<file path="config.mk">
export PLATFORM = sky130hd
export DESIGN_NAME = alias_mask_reg
export DESIGN_NICKNAME = d
export VERILOG_FILES = /design/src/rtl/acr_pkg.sv /design/src/rtl/acr_decode.sv /design/src/rtl/acr_merge.sv /design/src/rtl/acr_store.sv /design/src/rtl/alias_mask_reg.sv
export SDC_FILE = /design/constraint.sdc
export NUM_CORES = 1
export LEC_CHECK = 0
export ABC_AREA = 1
export ABC_CLOCK_PERIOD_IN_PS = 1600
export BUFFER_PORTS_ARGS = -buffer_cell sky130_fd_sc_hd__buf_2
export CAP_MARGIN = 20
export CORE_UTILIZATION = 40
export CTS_CLUSTER_DIAMETER = 120
export DETAILED_ROUTE_END_ITERATION = 12
export PLACE_DENSITY = 0.85
export SYNTH_ARGS = -nofsm -noshare
export SYNTH_HDL_FRONTEND = slang
export SYNTH_SLANG_ARGS = --single-unit
</file>
<file path="constraint.sdc">
create_clock -name clk -period 1.6 [get_ports clk]
set_input_delay 0.08 -clock clk [delete_from_list [all_inputs] [get_ports clk]]
set_output_delay 0.08 -clock clk [all_outputs]
set_load 0.05 [all_outputs]
</file>
<file path="src/rtl/acr_pkg.sv">
package acr_pkg;

  // What a decoded offset does to the stored word.
  typedef enum logic [2:0] {
    AK_NONE   = 3'd0,
    AK_DIRECT = 3'd1,
    AK_AND    = 3'd2,
    AK_OR     = 3'd3,
    AK_CLEAR  = 3'd4
  } acr_kind_e;

  // Offset of the direct register for each generation; aliases follow it.
  function automatic logic [15:0] base_offset(input int gen);
    return (gen == 0) ? 16'h4020 : 16'h6080;
  endfunction

endpackage

</file>
<file path="src/rtl/acr_decode.sv">
module acr_decode
  import acr_pkg::*;
#(
  parameter int ADDR_W = 20,
  parameter int GEN    = 0
) (
  input  logic              clk,
  input  logic              rst_n,
  input  logic              req,
  input  logic              we,
  input  logic [ADDR_W-1:0] addr,
  output acr_kind_e         kind,
  output logic              wr_upd,
  output logic              rd_direct,
  output logic              rd_en,
  output logic              err_q
);

  localparam int OFF_W = ADDR_W - 3;
  localparam logic [OFF_W-1:0] OFF_REG = OFF_W'(base_offset(GEN));
  localparam logic [OFF_W-1:0] OFF_SEC = OFF_REG + OFF_W'(1);
  localparam logic [OFF_W-1:0] OFF_OR  = OFF_REG + OFF_W'(2);

  logic [OFF_W-1:0] off;
  logic [2:0]       unused_lo;
  acr_kind_e        sec_kind;
  logic             hit;

  // The second alias is an AND merge in generation A and a clear in B.
  generate
    if (GEN == 0) begin : g_gen_a
      assign sec_kind = AK_AND;
    end else begin : g_gen_b
      assign sec_kind = AK_CLEAR;
    end
  endgenerate

  assign off       = addr[ADDR_W-1:3];
  assign unused_lo = addr[2:0];

  always_comb begin
    if (off == OFF_REG)      kind = AK_DIRECT;
    else if (off == OFF_SEC) kind = sec_kind;
    else if (off == OFF_OR)  kind = AK_OR;
    else                     kind = AK_NONE;
  end

  assign hit       = (kind != AK_NONE);
  assign wr_upd    = req & we & hit;
  assign rd_en     = req & ~we;
  assign rd_direct = req & ~we & (kind == AK_DIRECT);

  always_ff @(posedge clk) begin
    if (!rst_n) err_q <= 1'b0;
    else        err_q <= req & ~hit;
  end


  err_pulse_chk: assert property (@(posedge clk) disable iff (!rst_n)
    err_q |-> ($past(req) && ($past(kind) == AK_NONE)));


  err_quiet_chk: assert property (@(posedge clk) disable iff (!rst_n)
    !$past(req) |-> !err_q);

endmodule

</file>
<file path="src/rtl/acr_merge.sv">
module acr_merge
  import acr_pkg::*;
#(
  parameter int DATA_W = 64,
  parameter int KEEP_W = 16
) (
  input  acr_kind_e         kind,
  input  logic [DATA_W-1:0] cur,
  input  logic [DATA_W-1:0] wd,
  output logic [DATA_W-1:0] nxt
);

  localparam int DROP_W = DATA_W - KEEP_W;
  localparam logic [DATA_W-1:0] KEEP = {{KEEP_W{1'b1}}, {DROP_W{1'b0}}};

  // Merge rule for one update, followed by the storage mask.
  function automatic logic [DATA_W-1:0] combine(input acr_kind_e k,
                                                input logic [DATA_W-1:0] c,
                                                input logic [DATA_W-1:0] w);
    logic [DATA_W-1:0] raw;
    case (k)
      AK_DIRECT: raw = w;
      AK_AND:    raw = c & w;
      AK_OR:     raw = c | w;
      AK_CLEAR:  raw = '0;
      default:   raw = c;
    endcase
    return raw & KEEP;
  endfunction

  assign nxt = combine(kind, cur, wd);

endmodule

</file>
<file path="src/rtl/acr_store.sv">
module acr_store #(
  parameter int DATA_W = 64,
  parameter int KEEP_W = 16
) (
  input  logic              clk,
  input  logic              rst_n,
  input  logic              upd,
  input  logic [DATA_W-1:0] nxt,
  input  logic              rd_en,
  input  logic              rd_direct,
  output logic [DATA_W-1:0] misc_q,
  output logic              irq_q,
  output logic [DATA_W-1:0] rdata_q,
  output logic              rd_valid_q
);

  localparam int DROP_W = DATA_W - KEEP_W;

  always_ff @(posedge clk) begin
    if (!rst_n) begin
      misc_q     <= '0;
      irq_q      <= 1'b0;
      rdata_q    <= '0;
      rd_valid_q <= 1'b0;
    end else begin
      if (upd) misc_q <= nxt;
      irq_q      <= misc_q[DATA_W-1];
      rd_valid_q <= rd_en;
      rdata_q    <= rd_direct ? misc_q : '0;
    end
  end


  irq_follow_chk: assert property (@(posedge clk) disable iff (!rst_n)
    irq_q == $past(misc_q[DATA_W-1]));


  low_zero_chk: assert property (@(posedge clk) disable iff (!rst_n)
    misc_q[DROP_W-1:0] == '0);


  hold_chk: assert property (@(posedge clk) disable iff (!rst_n)
    !$past(upd) |-> (misc_q == $past(misc_q)));

endmodule

</file>
<file path="src/rtl/alias_mask_reg.sv">
module alias_mask_reg
  import acr_pkg::*;
#(
  parameter int ADDR_W = 20,
  parameter int DATA_W = 64,
  parameter int KEEP_W = 16,
  parameter int GEN    = 0
) (
  input  logic              clk,
  input  logic              rst_n,
  input  logic              req,
  input  logic              we,
  input  logic [ADDR_W-1:0] addr,
  input  logic [DATA_W-1:0] wdata,
  output logic [DATA_W-1:0] rdata,
  output logic              rd_valid,
  output logic              err,
  output logic              irq
);

  acr_kind_e         kind;
  logic              wr_upd;
  logic              rd_direct;
  logic              rd_en;
  logic [DATA_W-1:0] misc_q;
  logic [DATA_W-1:0] nxt;

  acr_decode #(.ADDR_W(ADDR_W), .GEN(GEN)) u_decode (
    .clk(clk), .rst_n(rst_n), .req(req), .we(we), .addr(addr),
    .kind(kind), .wr_upd(wr_upd), .rd_direct(rd_direct), .rd_en(rd_en),
    .err_q(err)
  );

  acr_merge #(.DATA_W(DATA_W), .KEEP_W(KEEP_W)) u_merge (
    .kind(kind), .cur(misc_q), .wd(wdata), .nxt(nxt)
  );

  acr_store #(.DATA_W(DATA_W), .KEEP_W(KEEP_W)) u_store (
    .clk(clk), .rst_n(rst_n), .upd(wr_upd), .nxt(nxt),
    .rd_en(rd_en), .rd_direct(rd_direct),
    .misc_q(misc_q), .irq_q(irq), .rdata_q(rdata), .rd_valid_q(rd_valid)
  );


  rvalid_chk: assert property (@(posedge clk) disable iff (!rst_n)
    rd_valid == $past(req && !we));


  rd_zero_chk: assert property (@(posedge clk) disable iff (!rst_n)
    (rd_valid && !$past(rd_direct)) |-> (rdata == '0));


  clear_chk: assert property (@(posedge clk) disable iff (!rst_n)
    $past(wr_upd && (kind == AK_CLEAR)) |-> (misc_q == '0));

endmodule

</file>
### After elaboration in Yosys (flattened, before gate mapping)

Cells that the tools add are included.

* register bits: 35
* input bits: 88
* output and inout bits: 67
* logic and storage cells: 29

* eq/ne operators: 7
* multiplexer cells: 4
* bitwise operators: 9
* reductions and logical operators: 4

Operators with widths (number)
* case mux 64 bit (4 select lines): 1
* bitwise AND 64 bit: 1
* bitwise OR 64 bit: 1
* == test 17 x 15 -> 1 bit (second input constant): 3
* == test 3 x 2 -> 1 bit (second input constant): 2
* 2-to-1 mux 3 bit: 2
* bitwise AND 1 bit: 5
* AND reduction 2 bit: 2
* nonzero test 4 bit: 1
* == test 3 x 1 -> 1 bit (second input constant): 1
* == test 3 bit (second input constant): 1
* nonzero test 3 bit: 1
* 2-to-1 mux 2 bit: 1
* NOT 1 bit: 2

### Logic depth before layout (Yosys ltp)

* word-level depth: 7
* gate-level depth with buffers: 11
* gate-level depth less buffers: 10

### Modules after synthesis

From an unflattened synthesis, not the netlist that was laid out.

* cell total of the unflattened synthesis: 790
* area, all modules: 5482.8 µm²

By module, submodules not included
* acr_store: instances 1, cells each 610, area each 4443.0 µm²
* acr_merge: instances 1, cells each 142, area each 809.5 µm²
* acr_decode: instances 1, cells each 38, area each 230.2 µm²

### Worst setup path after synthesis

No wires, ideal clock.

* path kind: input to register
* start: input port addr[14]
* end: register u_store.misc_q[53]
* library setup time: 0.112 ns
* arrival time: 1.062 ns
* required time: 1.488 ns
* slack: 0.427 ns
* cell stages on the path: 9
* buffers on the path: 1
* path through: nor2_1 nand2_1 nor2_4 nand3_2 nand2_4 buf_4 nand3_1 nor2_1 nor2_1

* longest elaborated chain between the ends: 7
* elaborated cells on any way between the ends: 15

Ends and longest elaborated chain
* from (decl): RTL line alias_mask_reg.sv:13 `input logic [ADDR_W-1:0] addr,`
* == test 17 x 15 -> 1 bit: RTL line acr_decode.sv:44 `else if (off == OFF_OR) kind = AK_OR;`
* 2-to-1 mux 2 bit: RTL line acr_decode.sv:44
* 2-to-1 mux 3 bit: RTL line acr_decode.sv:43 `else if (off == OFF_SEC) kind = sec_kind;`
* 2-to-1 mux 3 bit *: RTL line acr_decode.sv:42 `if (off == OFF_REG) kind = AK_DIRECT;`
* == test 3 x 1 -> 1 bit (tied with other cells): RTL line acr_merge.sv:21 `case (k)`
* nonzero test 4 bit (no line) or bitwise AND 1 bit (tied branches)
* AND reduction 2 bit (no line)
* to (signal assigned): RTL line acr_store.sv:26 `if (upd) misc_q <= nxt;`
* to (decl): RTL line acr_store.sv:11 `output logic [DATA_W-1:0] misc_q,`

Mark *: on every way between the ends. The rest lies on a longest branch, timed or not.
A chain may end at the register's enable or synchronous reset.

### Worst setup path in the final report

* start: input port we
* end: register u_store.misc_q[49]

* longest elaborated chain between the ends: 3

Ends and longest elaborated chain
* from (decl): RTL line alias_mask_reg.sv:12 `input logic we,`
* bitwise AND 1 bit (2 in series): RTL line acr_decode.sv:49 `assign wr_upd = req & we & hit;`
* AND reduction 2 bit (no line)

No other way between the ends.

==> results <==
- The layout has roughly 480 filler cells.
- The final hold violation count came to 0.
- The initialized floorplan defines 25 standard-cell rows.
- The type of element launching the critical path is a primary input.
- For this block, wires on met1 add up to between 1.5 and 2 mm.
- The path class of the tightest hold or removal check is in2reg.
- Data on the critical path arrives at its endpoint at around 1600 ps.
- The largest vdd supply drop is 0.3965 mV.
- The post-route setup TNS is 0 ps.
- The number of synthesized register bits is 35.
- The die is between 70 and 80 microns tall.
- The average instance in the mapped netlist occupies between 6 and 7 sq um.
- The CTS tree is built.
- The library cell used most frequently in the layout, excluding fill and tap cells, is sky130_fd_sc_hd__nor2_1.
- Counting I/O delays and the setup requirement, the final critical path takes around 1400 ps.
- The total number of nets in the final design is roughly 450.
- The remaining global-route overflow is 0.
- Setup repair after global routing left no endpoint under its margin.
- The maximum count of clock buffers along a single path is 2.
- The count of cells in the finished layout, fillers not included, comes to 433.
- The met2 wirelength from detailed routing is between 2 and 2.5 mm.
- At the later pin of the worst-skew pair, clock insertion delay measures around 290 ps.
- Once the floorplan was initialized, standard cells occupied a little over two fifths of the core.
- Sequential elements use roughly a third of the synthesized area.
- After detailed routing, the met3 layer carries 328 microns of wire.
- Across all hold checks on the routed design, the worst slack comes to between 50 and 60 ps.
- The last weighted congestion value of the routability-driven placer is around 0.77.
- The share of post-route cells with drive strength above 1 is 22.40%.
- The first-pass iteration count of the detailed router is 5.
- The number of max-cap violations is 0.
- Based on the critical path, the design can be clocked at up to 728.5 MHz.
- The die is between 70 and 80 microns wide.
- The DRC marker count from the first detailed-route iteration is 172.
- The number of antenna violations at the first check in global routing is 0.
- The buffer type at the clock tree root is sky130_fd_sc_hd__clkbuf_8.
- The sum of routed wire length over all layers is between 4 and 5 mm.
- The leakage component of the power is between 1 and 1.5 nW.
- The clock-pin slew reported for the worst setup and hold paths after clock tree synthesis is ~70 ps.
- The highest routing layer actually used is met4.
- The vias after detailed routing is 1880.
- The biggest fanout along the worst timing path is 17.
- Registers take around 700 sq um.
- The antenna violation net count after detailed routing is 0.
- The die covers 0.005452 sq mm.
- Summing every instance area after synthesis gives 0.002064 sq mm.
- Yosys mapped the design onto 21 distinct sky130hd cell types.
- The number of buffer cells added on primary ports is 55.
- In this run the standard cell core region covers 0.004848 sq mm.
- The multi-input logic area is about 1000 sq um.
- For the worst setup path, the data required time is between 1500 and 2000 ps.
- The HPWL after detailed placement is 3.151 mm.
- Entering global routing, the biggest net connects 18 pins.
- With fillers left out, the area of the finished cells amounts to ~0.0024 sq mm.
- After detailed routing, the number of remaining DRC violations is 0.
- The number of sinks on the clock net is 35.
- The number of buffers inserted during clock tree synthesis is 5.
- After layout, the worst path uses 85.80% of the clock period.
- In the layout the commonest cells are 58 x sky130_fd_sc_hd__nor2_1, 55 x sky130_fd_sc_hd__buf_2, 49 x sky130_fd_sc_hd__nand3_1.
- The routed wire length per instance is approximately 10 microns.
- The clock arrives with 7.154 ps of skew.
- The cell count after placement is approximately 420.
- The final-report max-slew violation count is 0.
- The post-placement cell area is ~0.0022 sq mm.
- During synthesis, Yosys emitted a total of 0 warnings.
- The classification of the worst setup path is in2reg.
- The antenna cell count is 0.
- The flow ran to the end, and the final reports show no timing, DRC or antenna violations.
- The overall global routing resource usage is roughly 16%.
- The number of H-tree levels is 2.
- Relative to the synthesized area, the layout overhead comes to 15.03%.
- The capturing element type of the critical path is a flop.
- The global-route wire length before repair is 6.831 mm.
- The number of global-route vias before repair came to approximately 1.5k.
- After clock tree synthesis, the setup repair step added 0 buffers.
- Dividing the detail-routed via count by the number of cells gives approximately 4.3.
- The power per standard cell area is around 920 mW/mm^2.
- The count of endpoints failing setup in the final report is 0.
- For this run, the share of the core covered by cells in the final layout is roughly half.
- The number of primary I/O pins is about 160.
- The synthesized instance count is between 300 and 400.
-- repair_timing --
item | CTS | global route
hold buffers | 1 | 0
resized for setup | 0 | 0
hold endpoints to repair | 1 | 0
-- layer usage --
layer | track usage [%] | vias up
li1 | - | 967
met1 | 18.77 | 815
met2 | 29.05 | 93
met3 | 4.527 | 5
met4 | 6.410 | 0
met5 | 0 | -
-- final timing paths --
path,start,end,slack [ps],cells past startpoint
min,req,u_decode.err_q$_SDFF_PN0_,50,3
max,we,u_store.misc_q[49]$_SDFFE_PN0P_,230,8
max reg2reg,u_store.misc_q[63]$_SDFFE_PN0P_,u_store.misc_q[63]$_SDFFE_PN0P_,800,4
min reg2reg,u_store.misc_q[60]$_SDFFE_PN0P_,u_store.rdata_q[60]$_SDFF_PN0_,460,2
-- flip-flops by register name, indices dropped and copies added (netlist names) --
name                cells
u_decode.err_q          1
u_store.irq_q           1
u_store.misc_q         16
u_store.rd_valid_q      1
u_store.rdata_q        16
-- cell type report --
type	instances	area share, %
Clock inverter	2	2.529
Tap cell	67	3.530
Sequential cell	35	29.50
Multi-Input combinational cell	228	42.10
Inverter	32	5.058
Clock buffer	6	3.056
Timing Repair Buffer	63	14.23
-- cell families (layout without fill, tap and decap cells) --
kind of cell,after synthesis,after routing,synth area share (%)
AO/OA/AOI/OAI,16,16,3.878
buffers and inverters,91,103,26.18
flip-flops,35,35,33.94
other,1,48,0.1816
AND/OR/NAND/NOR,164,164,35.82
-- Yosys cell counts, drive strengths merged --
cell    number  area (sq um)
nor2        63         264.0
clkinv       1         3.750
a21oi       15         75.07
clkbuf       3         11.26
dfxtp       35         700.7
nand2       49         201.5
conb         1         3.750
nand3       50         255.3
inv         31         116.4
nand4        2         18.77
o21ai        1         5.000
buf         56         409.1
-- where the power goes --
| group | total (W) | internal (W) | switching [W] |
|---|---|---|---|
| Combinational | 0.000369 | 0.0000490 | 0.000320 |
| Clock | 0.000938 | 0.000623 | 0.000315 |
| Sequential | 0.000873 | 0.000873 | 0.000000370 |
-- worst max-delay path: stages --
cell and delay (ps):
sky130_fd_sc_hd__dlygate4sd3_1 530, sky130_fd_sc_hd__buf_2 130, sky130_fd_sc_hd__nand2_1 80, sky130_fd_sc_hd__clkinv_1 250
sky130_fd_sc_hd__nand2_4 300, sky130_fd_sc_hd__nand2_1 80, sky130_fd_sc_hd__nand2_1 70, sky130_fd_sc_hd__nor2_1 50
-- metrics by stage --
stage	worst slack, ps	total power [W]
final	227.2	0.002180
after detailed placement	154.9	0.001256
after global routing	119.0	0.002257
after floorplan	426.9	0.001278
after global placement	227.7	0.001253
after CTS	266.1	0.002193
(Power assumes the default switching activity.)
